--- config.mk ---
export PLATFORM = sky130hd
export DESIGN_NAME = dma_ctl_unit
export DESIGN_NICKNAME = d
export VERILOG_FILES = /design/src/rtl/dma_ctl_pkg.sv /design/src/rtl/dma_ctl_decode.sv /design/src/rtl/dma_mask_reg.sv /design/src/rtl/dma_status_reg.sv /design/src/rtl/dma_mode_bank.sv /design/src/rtl/dma_ctl_unit.sv
export SDC_FILE = /design/constraint.sdc
export NUM_CORES = 1
export LEC_CHECK = 0
export CAP_MARGIN = 30
export CORE_ASPECT_RATIO = 0.8
export CORE_MARGIN = 2
export CORE_UTILIZATION = 50
export CTS_BUF_LIST = sky130_fd_sc_hd__clkbuf_8
export DETAILED_ROUTE_END_ITERATION = 16
export GPL_ROUTABILITY_DRIVEN = 1
export PLACE_DENSITY = 0.9
export SLEW_MARGIN = 20
export SYNTH_ARGS = -nofsm -noshare
export SYNTH_HDL_FRONTEND = slang
export SYNTH_SLANG_ARGS = --single-unit
export TNS_END_PERCENT = 30
--- constraint.sdc ---
create_clock -name clk -period 2 [get_ports clk]
set_clock_uncertainty 0.15 [all_clocks]
set_input_delay 0.2 -clock clk [delete_from_list [all_inputs] [get_ports clk]]
set_output_delay 0.2 -clock clk [all_outputs]
set_load 0.02 [all_outputs]
--- src/rtl/dma_ctl_pkg.sv ---
package dma_ctl_pkg;

  localparam int unsigned BYTE_W = 8;
  localparam logic [BYTE_W-1:0] CMD_LEGAL_MASK = 8'h04;

  typedef struct packed {
    logic cmd;
    logic req;
    logic smask;
    logic mode;
    logic ffclr;
    logic mrst;
    logic mclr;
    logic mall;
  } ctl_wr_t;

  // A command is legal when nothing outside the permitted bit is set.
  function automatic logic cmd_is_legal(input logic [BYTE_W-1:0] v);
    return (v & ~CMD_LEGAL_MASK) == '0;
  endfunction

  // Next flip-flop value from clear and toggle events.
  function automatic logic ff_next(input logic cur, input logic clr, input logic tog);
    if (clr) return 1'b0;
    if (tog) return ~cur;
    return cur;
  endfunction

endpackage

--- src/rtl/dma_ctl_decode.sv ---
module dma_ctl_decode
  import dma_ctl_pkg::*;
#(
  parameter int unsigned OFS_W = 4
) (
  input  logic             wr_en,
  input  logic             rd_en,
  input  logic [OFS_W-1:0] offset,
  output ctl_wr_t          wr_stb,
  output logic             rd_status,
  output logic             rd_mask
);
  localparam int unsigned SEL_W = OFS_W - 1;

  logic             in_ctl;
  logic [SEL_W-1:0] sel;

  assign in_ctl = offset[OFS_W-1];
  assign sel    = offset[SEL_W-1:0];

  always_comb begin
    wr_stb = '0;
    if (wr_en && in_ctl) begin
      case (sel)
        3'd0: wr_stb.cmd   = 1'b1;
        3'd1: wr_stb.req   = 1'b1;
        3'd2: wr_stb.smask = 1'b1;
        3'd3: wr_stb.mode  = 1'b1;
        3'd4: wr_stb.ffclr = 1'b1;
        3'd5: wr_stb.mrst  = 1'b1;
        3'd6: wr_stb.mclr  = 1'b1;
        default: wr_stb.mall = 1'b1;
      endcase
    end
  end

  assign rd_status = rd_en && in_ctl && (sel == 3'd0);
  assign rd_mask   = rd_en && in_ctl && (sel == 3'd7);

endmodule

--- src/rtl/dma_mask_reg.sv ---
module dma_mask_reg #(
  parameter int unsigned NCH = 4,
  localparam int unsigned CH_W = $clog2(NCH)
) (
  input  logic           clk,
  input  logic           rst_n,
  input  logic           set_all,
  input  logic           clr_all,
  input  logic           load_all,
  input  logic           single,
  input  logic [NCH-1:0] data_lo,
  output logic [NCH-1:0] mask_q
);
  logic [CH_W-1:0] ch;
  logic            flag;

  assign ch   = data_lo[CH_W-1:0];
  assign flag = data_lo[CH_W];

  always_ff @(posedge clk or negedge rst_n) begin
    if (!rst_n)        mask_q <= '1;
    else if (set_all)  mask_q <= '1;
    else if (clr_all)  mask_q <= '0;
    else if (load_all) mask_q <= data_lo;
    else if (single)   mask_q[ch] <= flag;
  end

endmodule

--- src/rtl/dma_status_reg.sv ---
module dma_status_reg #(
  parameter int unsigned NCH = 4,
  localparam int unsigned CH_W = $clog2(NCH)
) (
  input  logic            clk,
  input  logic            rst_n,
  input  logic            req_wr,
  input  logic            wipe,
  input  logic            rd_clear,
  input  logic [CH_W:0]   wr_sel,
  input  logic [NCH-1:0]  hold_req,
  input  logic [NCH-1:0]  release_req,
  input  logic [NCH-1:0]  tc_pulse,
  output logic [NCH-1:0]  req_q,
  output logic [NCH-1:0]  tc_q
);
  logic [NCH-1:0]  req_n, tc_n;
  logic [CH_W-1:0] ch;

  assign ch = wr_sel[CH_W-1:0];

  always_comb begin
    req_n = req_q;
    tc_n  = tc_q;
    for (int i = 0; i < NCH; i++) begin
      if (release_req[i])   req_n[i] = 1'b0;
      else if (hold_req[i]) req_n[i] = 1'b1;
    end
    if (rd_clear) tc_n = '0;
    if (req_wr) begin
      req_n[ch] = wr_sel[CH_W];
      tc_n[ch]  = 1'b0;
    end
    tc_n = tc_n | tc_pulse;
    if (wipe) begin
      req_n = '0;
      tc_n  = '0;
    end
  end

  always_ff @(posedge clk or negedge rst_n) begin
    if (!rst_n) begin
      req_q <= '0;
      tc_q  <= '0;
    end else begin
      req_q <= req_n;
      tc_q  <= tc_n;
    end
  end

endmodule

--- src/rtl/dma_mode_bank.sv ---
module dma_mode_bank #(
  parameter int unsigned NCH  = 4,
  parameter int unsigned DW   = 8,
  localparam int unsigned CH_W = $clog2(NCH)
) (
  input  logic            clk,
  input  logic            rst_n,
  input  logic            mode_wr,
  input  logic [DW-1:0]   wr_data,
  input  logic [CH_W-1:0] mode_sel,
  output logic [DW-1:0]   mode_out
);
  logic [DW-1:0] mode_q [NCH];

  for (genvar g = 0; g < NCH; g++) begin : g_chan
    logic hit;
    assign hit = mode_wr && (wr_data[CH_W-1:0] == CH_W'(g));
    always_ff @(posedge clk or negedge rst_n) begin
      if (!rst_n)   mode_q[g] <= '0;
      else if (hit) mode_q[g] <= wr_data;
    end
  end

  assign mode_out = mode_q[mode_sel];

endmodule

--- src/rtl/dma_ctl_unit.sv ---
module dma_ctl_unit
  import dma_ctl_pkg::*;
#(
  parameter int unsigned NCH   = 4,
  parameter int unsigned DW    = 8,
  parameter int unsigned OFS_W = 4,
  localparam int unsigned CH_W = $clog2(NCH),
  localparam int unsigned ST_W = 2 * NCH
) (
  input  logic             clk,
  input  logic             rst_n,
  input  logic             wr_en,
  input  logic             rd_en,
  input  logic [OFS_W-1:0] offset,
  input  logic [DW-1:0]    wr_data,
  output logic [DW-1:0]    rd_data,
  input  logic [NCH-1:0]   hold_req,
  input  logic [NCH-1:0]   release_req,
  input  logic [NCH-1:0]   tc_pulse,
  input  logic             byte_toggle,
  input  logic [CH_W-1:0]  mode_sel,
  output logic [DW-1:0]    mode_out,
  output logic [DW-1:0]    cmd_out,
  output logic [NCH-1:0]   mask_out,
  output logic [ST_W-1:0]  status_out,
  output logic             ff_out,
  output logic [NCH-1:0]   service
);
  ctl_wr_t        wr_stb;
  logic           rd_status, rd_mask;
  logic [NCH-1:0] req_q, tc_q;
  logic [NCH-1:0] grant_d;
  logic           cmd_accept;
  logic           cmd_reject;

  dma_ctl_decode #(.OFS_W(OFS_W)) u_dec (
    .wr_en    (wr_en),
    .rd_en    (rd_en),
    .offset   (offset),
    .wr_stb   (wr_stb),
    .rd_status(rd_status),
    .rd_mask  (rd_mask)
  );

  dma_mask_reg #(.NCH(NCH)) u_mask (
    .clk     (clk),
    .rst_n   (rst_n),
    .set_all (wr_stb.mrst),
    .clr_all (wr_stb.mclr),
    .load_all(wr_stb.mall),
    .single  (wr_stb.smask),
    .data_lo (wr_data[NCH-1:0]),
    .mask_q  (mask_out)
  );

  dma_status_reg #(.NCH(NCH)) u_stat (
    .clk        (clk),
    .rst_n      (rst_n),
    .req_wr     (wr_stb.req),
    .wipe       (wr_stb.mrst),
    .rd_clear   (rd_status),
    .wr_sel     (wr_data[CH_W:0]),
    .hold_req   (hold_req),
    .release_req(release_req),
    .tc_pulse   (tc_pulse),
    .req_q      (req_q),
    .tc_q       (tc_q)
  );

  dma_mode_bank #(.NCH(NCH), .DW(DW)) u_mode (
    .clk     (clk),
    .rst_n   (rst_n),
    .mode_wr (wr_stb.mode),
    .wr_data (wr_data),
    .mode_sel(mode_sel),
    .mode_out(mode_out)
  );

  assign cmd_accept = wr_stb.cmd && cmd_is_legal(wr_data);
  assign cmd_reject = wr_stb.cmd && !cmd_is_legal(wr_data);

  always_ff @(posedge clk or negedge rst_n) begin
    if (!rst_n)           cmd_out <= '0;
    else if (wr_stb.mrst) cmd_out <= '0;
    else if (cmd_accept)  cmd_out <= wr_data;
  end

  always_ff @(posedge clk or negedge rst_n) begin
    if (!rst_n) ff_out <= 1'b0;
    else        ff_out <= ff_next(ff_out, wr_stb.ffclr | wr_stb.mrst, byte_toggle);
  end

  assign grant_d = ~mask_out & req_q;

  always_ff @(posedge clk or negedge rst_n) begin
    if (!rst_n) service <= '0;
    else        service <= grant_d;
  end

  assign status_out = {req_q, tc_q};

  always_comb begin
    rd_data = '0;
    if (rd_status)    rd_data = DW'(status_out);
    else if (rd_mask) rd_data = DW'(mask_out);
  end

endmodule

==> key figures, run 1 <==
GRT
  • Total Routing Usage GR: 23.6%
  • Pin count of the biggest net entering global routing: 35
  • Initial antenna violation count: 0
  • Vias in the first global route: 2,206
  • GR Overflow Total: 0
  • First-pass GRT wire length: 10,800 µm

Power
  • LEAKAGE: 1.78 nW
  • Power per cell area: 777 nW/µm²
  • Worst vdd ir: 0.515 mV

Finish
  • # diodes: 0
  • Layout area overhead: 46.0%
  • Fin nets: 356
  • Post-route design area: 3870 µm²
  • Share of layout cells above drive strength 1: 33.9%
  • FF+latch area: 1430 µm²
  • FILL cells: 331
  • Util after Layout: 76.5%
  • Area of the multi-input gates: 1180 µm²
  • Post-Layout Cell Count: 392

Routing
  • Vias/cell: 5.47
  • Routed len/inst: 16.6 µm
  • Drt total wl: 6510 µm
  • DRC viols: 0
  • First-pass iteration count of the detailed router: 4
  • Via Count: 2,145
  • Post-route ant nets: 0
  • Iter 0 DRT Violations: 93

Setup path
  • Crit end category: primary output
  • Worst path arrival time: 1620 ps
  • Critical path type: primary input to primary output
  • Max FO, Critical Path: 8
  • Largest stage delay on the critical path: 480 ps
  • Worst Path Required: 1650 ps
  • CP top delay family: buffers and inverters
  • Setup crit start kind: primary input
  • Slowest-stage cell, CP: clkdlybuf4s50_1
  • Critical path, cell by cell: clkdlybuf4s50_1 -> nor4_1 -> buf_4 -> a22o_1 -> clkdlybuf4s15_1
  • Bufs and invs on worst path: 3

Timing
  • Hold Worst Slack: 255 ps
  • Max-slew violation count: 0
  • Final Cycle Share: 98.6%
  • RSZ-0062 raised after global routing: true
  • # setup viols final: 0
  • Final worst slack: 27.8 ps
  • Hold Violations, Final: 0
  • Headroom to the max-slew limit: 62.0%
  • Post-layout min period: 1970 ps
  • Max Clock Freq: 507 MHz
  • Worst Tran Pin Value: 571 ps

Synthesis
  • Async SR Flop Fraction: 100%
  • Synthesized instance count: 215
  • Syn_nets: 246
  • Flops & latches, synth: 57
  • Ys flop type: dfrtp_1
  • Mean Syn Cell Area: 12.3 µm²
  • Yosys warns: 0
  • Seq/Total Area, Yosys: 53.9%
  • EDFF count, synth: 0
  • Post-Syn Area: 2650 µm²
  • Netlist cell types: 44

Run status
  • Status: complete, no violations

CTS
  • CTS clk-pin slew, worst paths: 60 ps
  • Clk Latency, worst-skew pair: 340 ps
  • CTS Buf Count: 9
  • Postcts setup bufs: 0
  • H-tree depth: 3
  • Root Driver: clkbuf_8
  • CTS sink count: 57
  • CTS tree: done
  • Clock Path Buffers: 2

Die
  • DIE WIDTH: 85.5 µm
  • Die height: 69.2 µm
  • IO Pins: 72
  • Core Region: 5060 µm²
  • Rows: 23
  • Die ar.: 5910 µm²
  • Initial Util: 52.4%

Place
  • Detail Placement HPWL: 4770 µm
  • Post-DP Area: 3690 µm²
  • # placed instances: 375
  • Placer Congestion: 0.834
  • Pre-CTS setup slack: -363 ps
  • IO Port Bufs: 71

Run
  • Max Cap Viol: 0

Worst hold path
  • Hold Crit Class: primary input to asynchronous set/reset pin
stage by stage:
step | total power [mW] | TNS, ps
global route | 3.14 | -440
CTS | 3.05 | -9.58
finish | 3.01 | 0
floorplan | 1.69 | 0
global placement | 2.02 | -10410
detailed placement | 2.03 | -11970
worst reg2reg max path, stage by stage (launching register included):
cell     delay, ps
dfstp_2        570
o22ai_1         90
o31ai_1         90
layout by cell type, fill, tap and decap left out, types with 5 or more instances in the layout:
cell type and n:
dfrtp_1 53, clkdlybuf4s50_1 53, buf_4 34, nor2_1 27, mux2_2 24, clkbuf_8 13, and2_1 12, nor2b_1 8
mux4_2 8, a31oi_1 7, mux2i_1 6, buf_2 6, clkdlybuf4s15_2 6, a21oi_1 5
final timing paths:
kind	start	endpoint	slack, ps	cells after the start
min in group clk	offset[3]	u_mask.mask_q[3]	320	4
setup / recovery	offset[1]	rd_data[3]	30	5
hold / removal	rst_n	cmd_out[0]	250	2
setup reg to reg	u_mask.mask_q[1]	u_mask.mask_q[1]	1000	2
max in group asynchronous	rst_n	u_mode.mode_q[20]	870	3
hold reg to reg	u_mode.mode_q[9]	u_mode.mode_q[9]	330	1
synthesized netlist by cell type (all sizes together), types with 4 or more instances:
| cell | number | share of area (%) |
|---|---|---|
| a31oi | 7 | 1.7 |
| mux2i | 6 | 2.3 |
| nor2 | 29 | 4.3 |
| clkbuf | 5 | 0.71 |
| nand2 | 5 | 0.99 |
| a22o | 4 | 1.3 |
| buf | 4 | 0.90 |
| a21oi | 5 | 0.94 |
| nand3 | 4 | 0.75 |
| and2 | 12 | 2.8 |
| nor2b | 8 | 1.9 |
| dfstp | 4 | 4.0 |
| dfrtp | 53 | 50 |
| mux4 | 8 | 6.8 |
| or2 | 4 | 0.94 |
| mux2 | 24 | 10 |
registers in the layout, summed over array words and instances, names as in the netlist:
signal	count
u_mode.mode_q	32
cmd_out	8
service	4
u_mask.mask_q	4
u_stat.req_q	4
u_stat.tc_q	4
ff_out	1
repair_timing:
item,in CTS,in global routing
hold buffers,1,0
endpoints found under the setup margin,20,14
hold endpoints to repair,19,0
gates resized for setup,45,6
cell families (layout without fill, tap and decap cells):
logic type / count (synthesis) / count (layout) / synth area share (%)
simple gates: 80 / 80 / 17.4
flops: 57 / 57 / 53.9
mux: 38 / 38 / 19.2
compound gates: 29 / 29 / 7.40
buf+inv: 10 / 125 / 1.74
xor+xnor: 1 / 1 / 0.330
area by class of cell:
cell class                 instances  share of cell area [%]
clock inverter                     3                   0.387
timing repair buffer             108                    25.5
tap                               62                    2.00
clock buffer                      13                    4.62
sequential                        57                    36.9
inverter                           1                  0.0969
multi-input combinational        148                    30.5
routing by layer:
layer | track usage (%) | share of wire [%] | up-vias | wire length (µm)
met5 | 0 | 0 | - | 0
met4 | 7.23 | 1.7 | 0 | 112
met3 | 6.95 | 6.9 | 15 | 447
met2 | 36.4 | 47 | 97 | 3080
met1 | 32.4 | 44 | 1039 | 2870
li1 | - | - | 994 | -
where the power goes:
| group | internal (mW) | switching [mW] | leakage (nW) |
|---|---|---|---|
| clock | 0.576 | 0.439 | 0.104 |
| combinational | 0.335 | 0.284 | 0.946 |
| sequential | 1.29 | 0.0832 | 0.731 |
Power figures use the tool's default switching activity.
==> run 2: changes to the inputs <==
--- a/config.mk
+++ b/config.mk
@@ -8,11 +8,11 @@
 export CAP_MARGIN = 30
 export CORE_ASPECT_RATIO = 0.8
 export CORE_MARGIN = 2
-export CORE_UTILIZATION = 50
-export CTS_BUF_LIST = sky130_fd_sc_hd__clkbuf_8
+export CORE_UTILIZATION = 48
+export CTS_BUF_LIST = sky130_fd_sc_hd__clkbuf_16
 export DETAILED_ROUTE_END_ITERATION = 16
 export GPL_ROUTABILITY_DRIVEN = 1
-export PLACE_DENSITY = 0.9
+export PLACE_DENSITY = 0.88
 export SLEW_MARGIN = 20
 export SYNTH_ARGS = -nofsm -noshare
 export SYNTH_HDL_FRONTEND = slang
==> run 2 against run 1 <==
Compared with the run above: global-route usage rose by 1.1 points; worst hold slack got worse by 0.97 ps; first-iteration DRC count rose by 4.3%; core utilization fell by 3.7 points; wire length rose by 2.4%; final cell count did not move; non-clock buffer count fell by 2; die area rose by 3.9%; worst setup slack improved by 77 ps; sequential share of layout area fell by 0.59 points; register-to-register slack got worse by 30 ps; via count did not move; critical path type unchanged.
==> key figures, run 2 (synthesis results as in run 1) <==
Run status
  • Status: complete, no violations

CTS
  • CTS sink count: 57
  • CTS Buf Count: 9
  • CTS clk-pin slew, worst paths: 50 ps
  • Postcts setup bufs: 0
  • H-tree depth: 3
  • Clock Path Buffers: 2
  • Root Driver: clkbuf_16
  • CTS tree: done
  • Clk Latency, worst-skew pair: 320 ps

Setup path
  • Worst Path Required: 1650 ps
  • Worst Setup EP: rd_data[0]
  • Critical path type: primary input to primary output
  • Critical Path Start: offset[2]
  • Setup crit start kind: primary input
  • R2r endpoint: u_mask.mask_q[0]
  • R2r worst-path depth: 2
  • Crit end category: primary output
  • Max FO, Critical Path: 8
  • Worst path arrival time: 1540 ps
  • R2R Path Start: u_mask.mask_q[0]
  • Reg-to-reg setup timing slack: 970 ps

Die
  • Die height: 70.5 µm
  • Die ar.: 6140 µm²
  • Initial Util: 49.1%
  • IO Pins: 72
  • Rows: 24
  • Core Region: 5410 µm²
  • DIE WIDTH: 87.1 µm

Place
  • Placer Congestion: 0.951
  • Detail Placement HPWL: 4930 µm
  • Pre-CTS setup slack: -339 ps
  • # placed instances: 376
  • IO Port Bufs: 71

Routing
  • First-pass iteration count of the detailed router: 4
  • Via Count: 2,145
  • Vias/cell: 5.47
  • Routed len/inst: 17.0 µm
  • Post-route ant nets: 0
  • Drt total wl: 6670 µm
  • Iter 0 DRT Violations: 97
  • DRC viols: 0

GRT
  • GR Overflow Total: 0
  • First-pass GRT wire length: 11,400 µm
  • Initial antenna violation count: 0
  • Vias in the first global route: 2,290
  • Total Routing Usage GR: 24.7%
  • Pin count of the biggest net entering global routing: 34

Timing
  • Max Clock Freq: 528 MHz
  • Worst Tran Pin Value: 410 ps
  • Post-layout min period: 1890 ps
  • Headroom to the max-slew limit: 72.7%
  • Final worst slack: 105 ps
  • TNS Setup: 0 ps
  • Final Cycle Share: 94.7%
  • Hold Worst Slack: 254 ps
  • Max-slew violation count: 0
  • RSZ-0062 raised after global routing: false
  • # setup viols final: 0
  • Hold Violations, Final: 0

Power
  • Clock share of power: 39.2%
  • LEAKAGE: 1.83 nW
  • Power per cell area: 837 nW/µm²
  • Int Pwr: 2.43 mW
  • Worst vdd ir: 0.572 mV
  • Flop pwr share: 42.0%
  • Switching power: 0.860 mW
  • Sw Share: 26.1%
  • Comb power frac: 18.8%

Finish
  • Fin nets: 354
  • # diodes: 0
  • Biggest register: u_mode.mode_q
  • FILL cells: 377
  • Most frequent cells in the layout: dfrtp_1 (53), clkdlybuf4s50_1 (51), buf_4 (31), nor2_1 (27), mux2_2 (24)
  • FF+latch area: 1430 µm²
  • Biggest regs: u_mode.mode_q x32, cmd_out x8
  • Post-Layout Cell Count: 392
  • Layout area overhead: 48.4%
  • Area of the multi-input gates: 1190 µm²
  • Leading cell type in the layout, fill and taps excluded: dfrtp_1
  • Share of layout cells above drive strength 1: 34.6%
  • Util after Layout: 72.8%
  • Max FFs per register: 32

Run
  • Max Cap Viol: 0

Worst hold path
  • Hold Crit Class: primary input to flop
  • Startpoint of the worst hold path: offset[3]
==> run 2: cell count changes in the layout (fill, tap and decap cells not counted), moves of 2 or more <==
cell | before | now
buf_2 | 6 | 9
buf_4 | 34 | 31
clkbuf_16 | 0 | 9
clkbuf_8 | 13 | 0
clkdlybuf4s15_1 | 4 | 0
clkdlybuf4s50_1 | 53 | 51
clkinv_2 | 0 | 2
dlymetal6s2s_1 | 0 | 3
==> run 2: critical path, stage by stage <==
cell and delay (ps):
clkdlybuf4s50_1 500, nor4_2 250, buf_4 190, a22o_1 150, clkdlybuf4s15_2 250
==> run 2: power by group through the flow <==
stage	registers, mW	logic [mW]	clock network [mW]
6_report	1.39	0.618	1.29
2_1_floorplan	1.43	0.263	0
3_3_place_gp	1.39	0.624	0
4_1_cts	1.38	0.640	1.31
5_1_grt	1.40	0.665	1.37
3_5_place_dp	1.40	0.642	0
==> run 2: layout make-up <==
type | count | share of cell area [%]
clock buffer | 9 | 5.72
clock inverter | 6 | 0.731
multi-input combinational | 148 | 30.2
timing repair buffer | 106 | 24.9
tap | 65 | 2.07
inverter | 1 | 0.0953
sequential | 57 | 36.4
==> run 2: per-stage QoR <==
| step | cell area (µm²) | power, mW |
|---|---|---|
| floorplan | 2650 | 1.69 |
| global placement | 3690 | 2.02 |
| detailed placement | 3690 | 2.04 |
| CTS | 3980 | 3.34 |
| global route | 3940 | 3.43 |
| finish | 3940 | 3.29 |
==> run 2: per-layer routing <==
| metal | wire (µm) | vias to the layer above | share of wire, % | GRT usage [%] |
|---|---|---|---|---|
| met1 | 2950 | 1078 | 44 | 33.5 |
| met4 | 73 | 0 | 1.1 | 6.67 |
| met5 | 0 | - | 0 | 0 |
| met3 | 312 | 8 | 4.7 | 7.21 |
| met2 | 3330 | 66 | 50 | 39.0 |
| li1 | - | 993 | - | - |
==> run 2: timing repair <==
action / 4_1_cts / 5_1_grt
setup endpoints to repair: 17 / 16
resized for setup: 48 / 13
hold buffers: 1 / 0
endpoints found under the hold margin: 53 / 0
==> run 2: how the worst min path moves through the flow <==
stage,slack [ps],to,depth (start not counted)
2_1_floorplan,-250,cmd_out[0],0
3_3_place_gp,60,service[0],2
3_5_place_dp,70,u_stat.req_q[0],2
4_1_cts,270,u_stat.req_q[0],3
5_1_grt,270,u_mask.mask_q[1],4
6_report,250,u_mask.mask_q[1],4
==> run 3: changes to the inputs <==
--- a/config.mk
+++ b/config.mk
@@ -6,7 +6,7 @@
 export NUM_CORES = 1
 export LEC_CHECK = 0
 export CAP_MARGIN = 30
-export CORE_ASPECT_RATIO = 0.8
+export CORE_ASPECT_RATIO = 1.4
 export CORE_MARGIN = 2
 export CORE_UTILIZATION = 48
 export CTS_BUF_LIST = sky130_fd_sc_hd__clkbuf_16
==> run 3 against run 2 <==
Compared with the run above: first-iteration DRC count is 58% higher; combinational power decreased by 0.6%; critical path type is now primary input to flop; via count up 1.7%; largest cell class unchanged; register-to-register slack is essentially flat; worst hold slack worse by 160 ps.
==> key figures, run 3 (synthesis results as in run 1) <==
Routing
  • DRC viols: 0
  • Drt total wl: 6500 µm
  • Vias/cell: 5.56
  • Via Count: 2,181
  • Post-route ant nets: 0
  • Iter 0 DRT Violations: 153
  • Routed len/inst: 16.6 µm
  • First-pass iteration count of the detailed router: 4

Finish
  • Most frequent cells in the layout: dfrtp_1 (53), clkdlybuf4s50_1 (50), buf_4 (27), nor2_1 (26), mux2_2 (24)
  • FF+latch area: 1430 µm²
  • Layout area overhead: 48.2%
  • Leading cell type in the layout, fill and taps excluded: dfrtp_1
  • Biggest regs: u_mode.mode_q x32, cmd_out x8
  • Biggest register: u_mode.mode_q
  • Fin nets: 350
  • Share of layout cells above drive strength 1: 34.6%
  • Area of the multi-input gates: 1190 µm²
  • Post-route design area: 3930 µm²
  • # diodes: 0
  • Max FFs per register: 32
  • Util after Layout: 72.8%
  • FILL cells: 363

Die
  • IO Pins: 72
  • Core Region: 5410 µm²
  • Rows: 32
  • DIE WIDTH: 66.8 µm
  • Initial Util: 49.1%
  • Die height: 92.0 µm
  • Die ar.: 6150 µm²

CTS
  • H-tree depth: 3
  • CTS tree: done
  • Root Driver: clkbuf_16
  • CTS sink count: 57
  • Clock Path Buffers: 2
  • Clk Latency, worst-skew pair: 320 ps
  • CTS Buf Count: 9
  • CTS clk-pin slew, worst paths: 50 ps
  • Postcts setup bufs: 0

Timing
  • RSZ-0062 raised after global routing: false
  • Worst Tran Pin Value: 478 ps
  • Final Cycle Share: 96.0%
  • Max-slew violation count: 0
  • Post-layout min period: 1920 ps
  • Max Clock Freq: 521 MHz
  • Hold Worst Slack: 90.0 ps
  • Headroom to the max-slew limit: 68.1%
  • Hold Violations, Final: 0
  • # setup viols final: 0

Run
  • Max Cap Viol: 0

Place
  • Placer Congestion: 0.877
  • IO Port Bufs: 71
  • Detail Placement HPWL: 4760 µm
  • Post-DP Area: 3660 µm²

Power
  • LEAKAGE: 1.80 nW
  • Power per cell area: 842 nW/µm²
  • Worst vdd ir: 0.703 mV

Setup path
  • Bufs and invs on worst path: 2
  • Critical path type: primary input to flop
  • R2R Path Start: u_stat.req_q[1]
  • Critical path, cell by cell: clkdlybuf4s50_1 -> nand2_4 -> or3_4 -> nor3b_4 -> buf_4 -> mux2_2
  • Crit end category: flop
  • CP top delay family: buffers and inverters
  • Max FO, Critical Path: 7
  • Worst path arrival time: 1970 ps
  • Largest stage delay on the critical path: 550 ps
  • Setup crit start kind: primary input
  • Critical Path Start: wr_en
  • Slowest-stage cell, CP: clkdlybuf4s50_1
  • Worst Path Required: 2050 ps

GRT
  • M1 GR Usage: 25.8%
  • Met3 Track Usage GR: 7.24%
  • Vias in the first global route: 2,206
  • GR Util met2: 39.2%
  • First-pass GRT wire length: 10,500 µm
  • Pin count of the biggest net entering global routing: 40
  • GRT busiest layer: met2
  • GR Overflow Total: 0
  • Initial antenna violation count: 0
  • Total Routing Usage GR: 23.5%

Run status
  • Status: complete, no violations

Worst hold path
  • Startpoint of the worst hold path: offset[2]
  • Hold Crit Class: primary input to flop
[run 3: path summary, 6_finish.rpt]
path                                          end  slack, ps  cells after the start
worst max-delay path            u_mode.mode_q[23]         80                      6
worst min-delay path                       ff_out         90                      2
worst max register to register    u_stat.req_q[1]        960                      4
worst min register to register   u_mode.mode_q[1]        310                      1
max in group asynchronous        u_mask.mask_q[3]        860                      3
min in group asynchronous              service[0]        220                      2
[run 3: per-layer routing]
metal  vias to the layer above  wire [µm]
met1                      1075       2400
li1                        988          -
met2                        96       3490
met4                         0        229
met3                        22        377
met5                         -          0
[run 3: repair_timing]
item	4_1_cts	5_1_grt
pin swaps	0	0
endpoints found under the setup margin	22	21
resized for setup	50	12
hold buffers	1	0
hold endpoints to repair	16	0
[run 3: worst register-to-register path: cells and delay by family, from the launching register on]
family	cells	cell delay (ps)
DFF	1	390
and+or+nand+nor	3	220
muxes	1	160
[run 3: report_power, final]
part	total (mW)	switching (mW)	internal (mW)
Sequential	1.38	0.0818	1.30
Combinational	0.614	0.286	0.327
Clock	1.32	0.502	0.818
[run 3: layout make-up]
| class | count | share of cell area (%) |
|---|---|---|
| repair buffers | 102 | 24.3 |
| multi-input cells | 148 | 30.4 |
| flip-flops and latches | 57 | 36.4 |
| clock inverters | 7 | 0.955 |
| well taps | 68 | 2.16 |
| clock buffers | 9 | 5.73 |
| inverters | 1 | 0.0955 |
[run 3: through the flow]
| stage | TNS (ps) | total power [mW] | setup WS (ps) | std cells |
|---|---|---|---|---|
| 6_report | 0 | 3.31 | 80.4 | 392 |
| 5_1_grt | 0 | 3.46 | 2.40 | 392 |
| 4_1_cts | -0.448 | 3.36 | -0.448 | 392 |
| 3_5_place_dp | -12050 | 2.03 | -375 | 375 |
| 3_3_place_gp | -11340 | 2.00 | -325 | 375 |
| 2_1_floorplan | 0 | 1.69 | 191 | 215 |
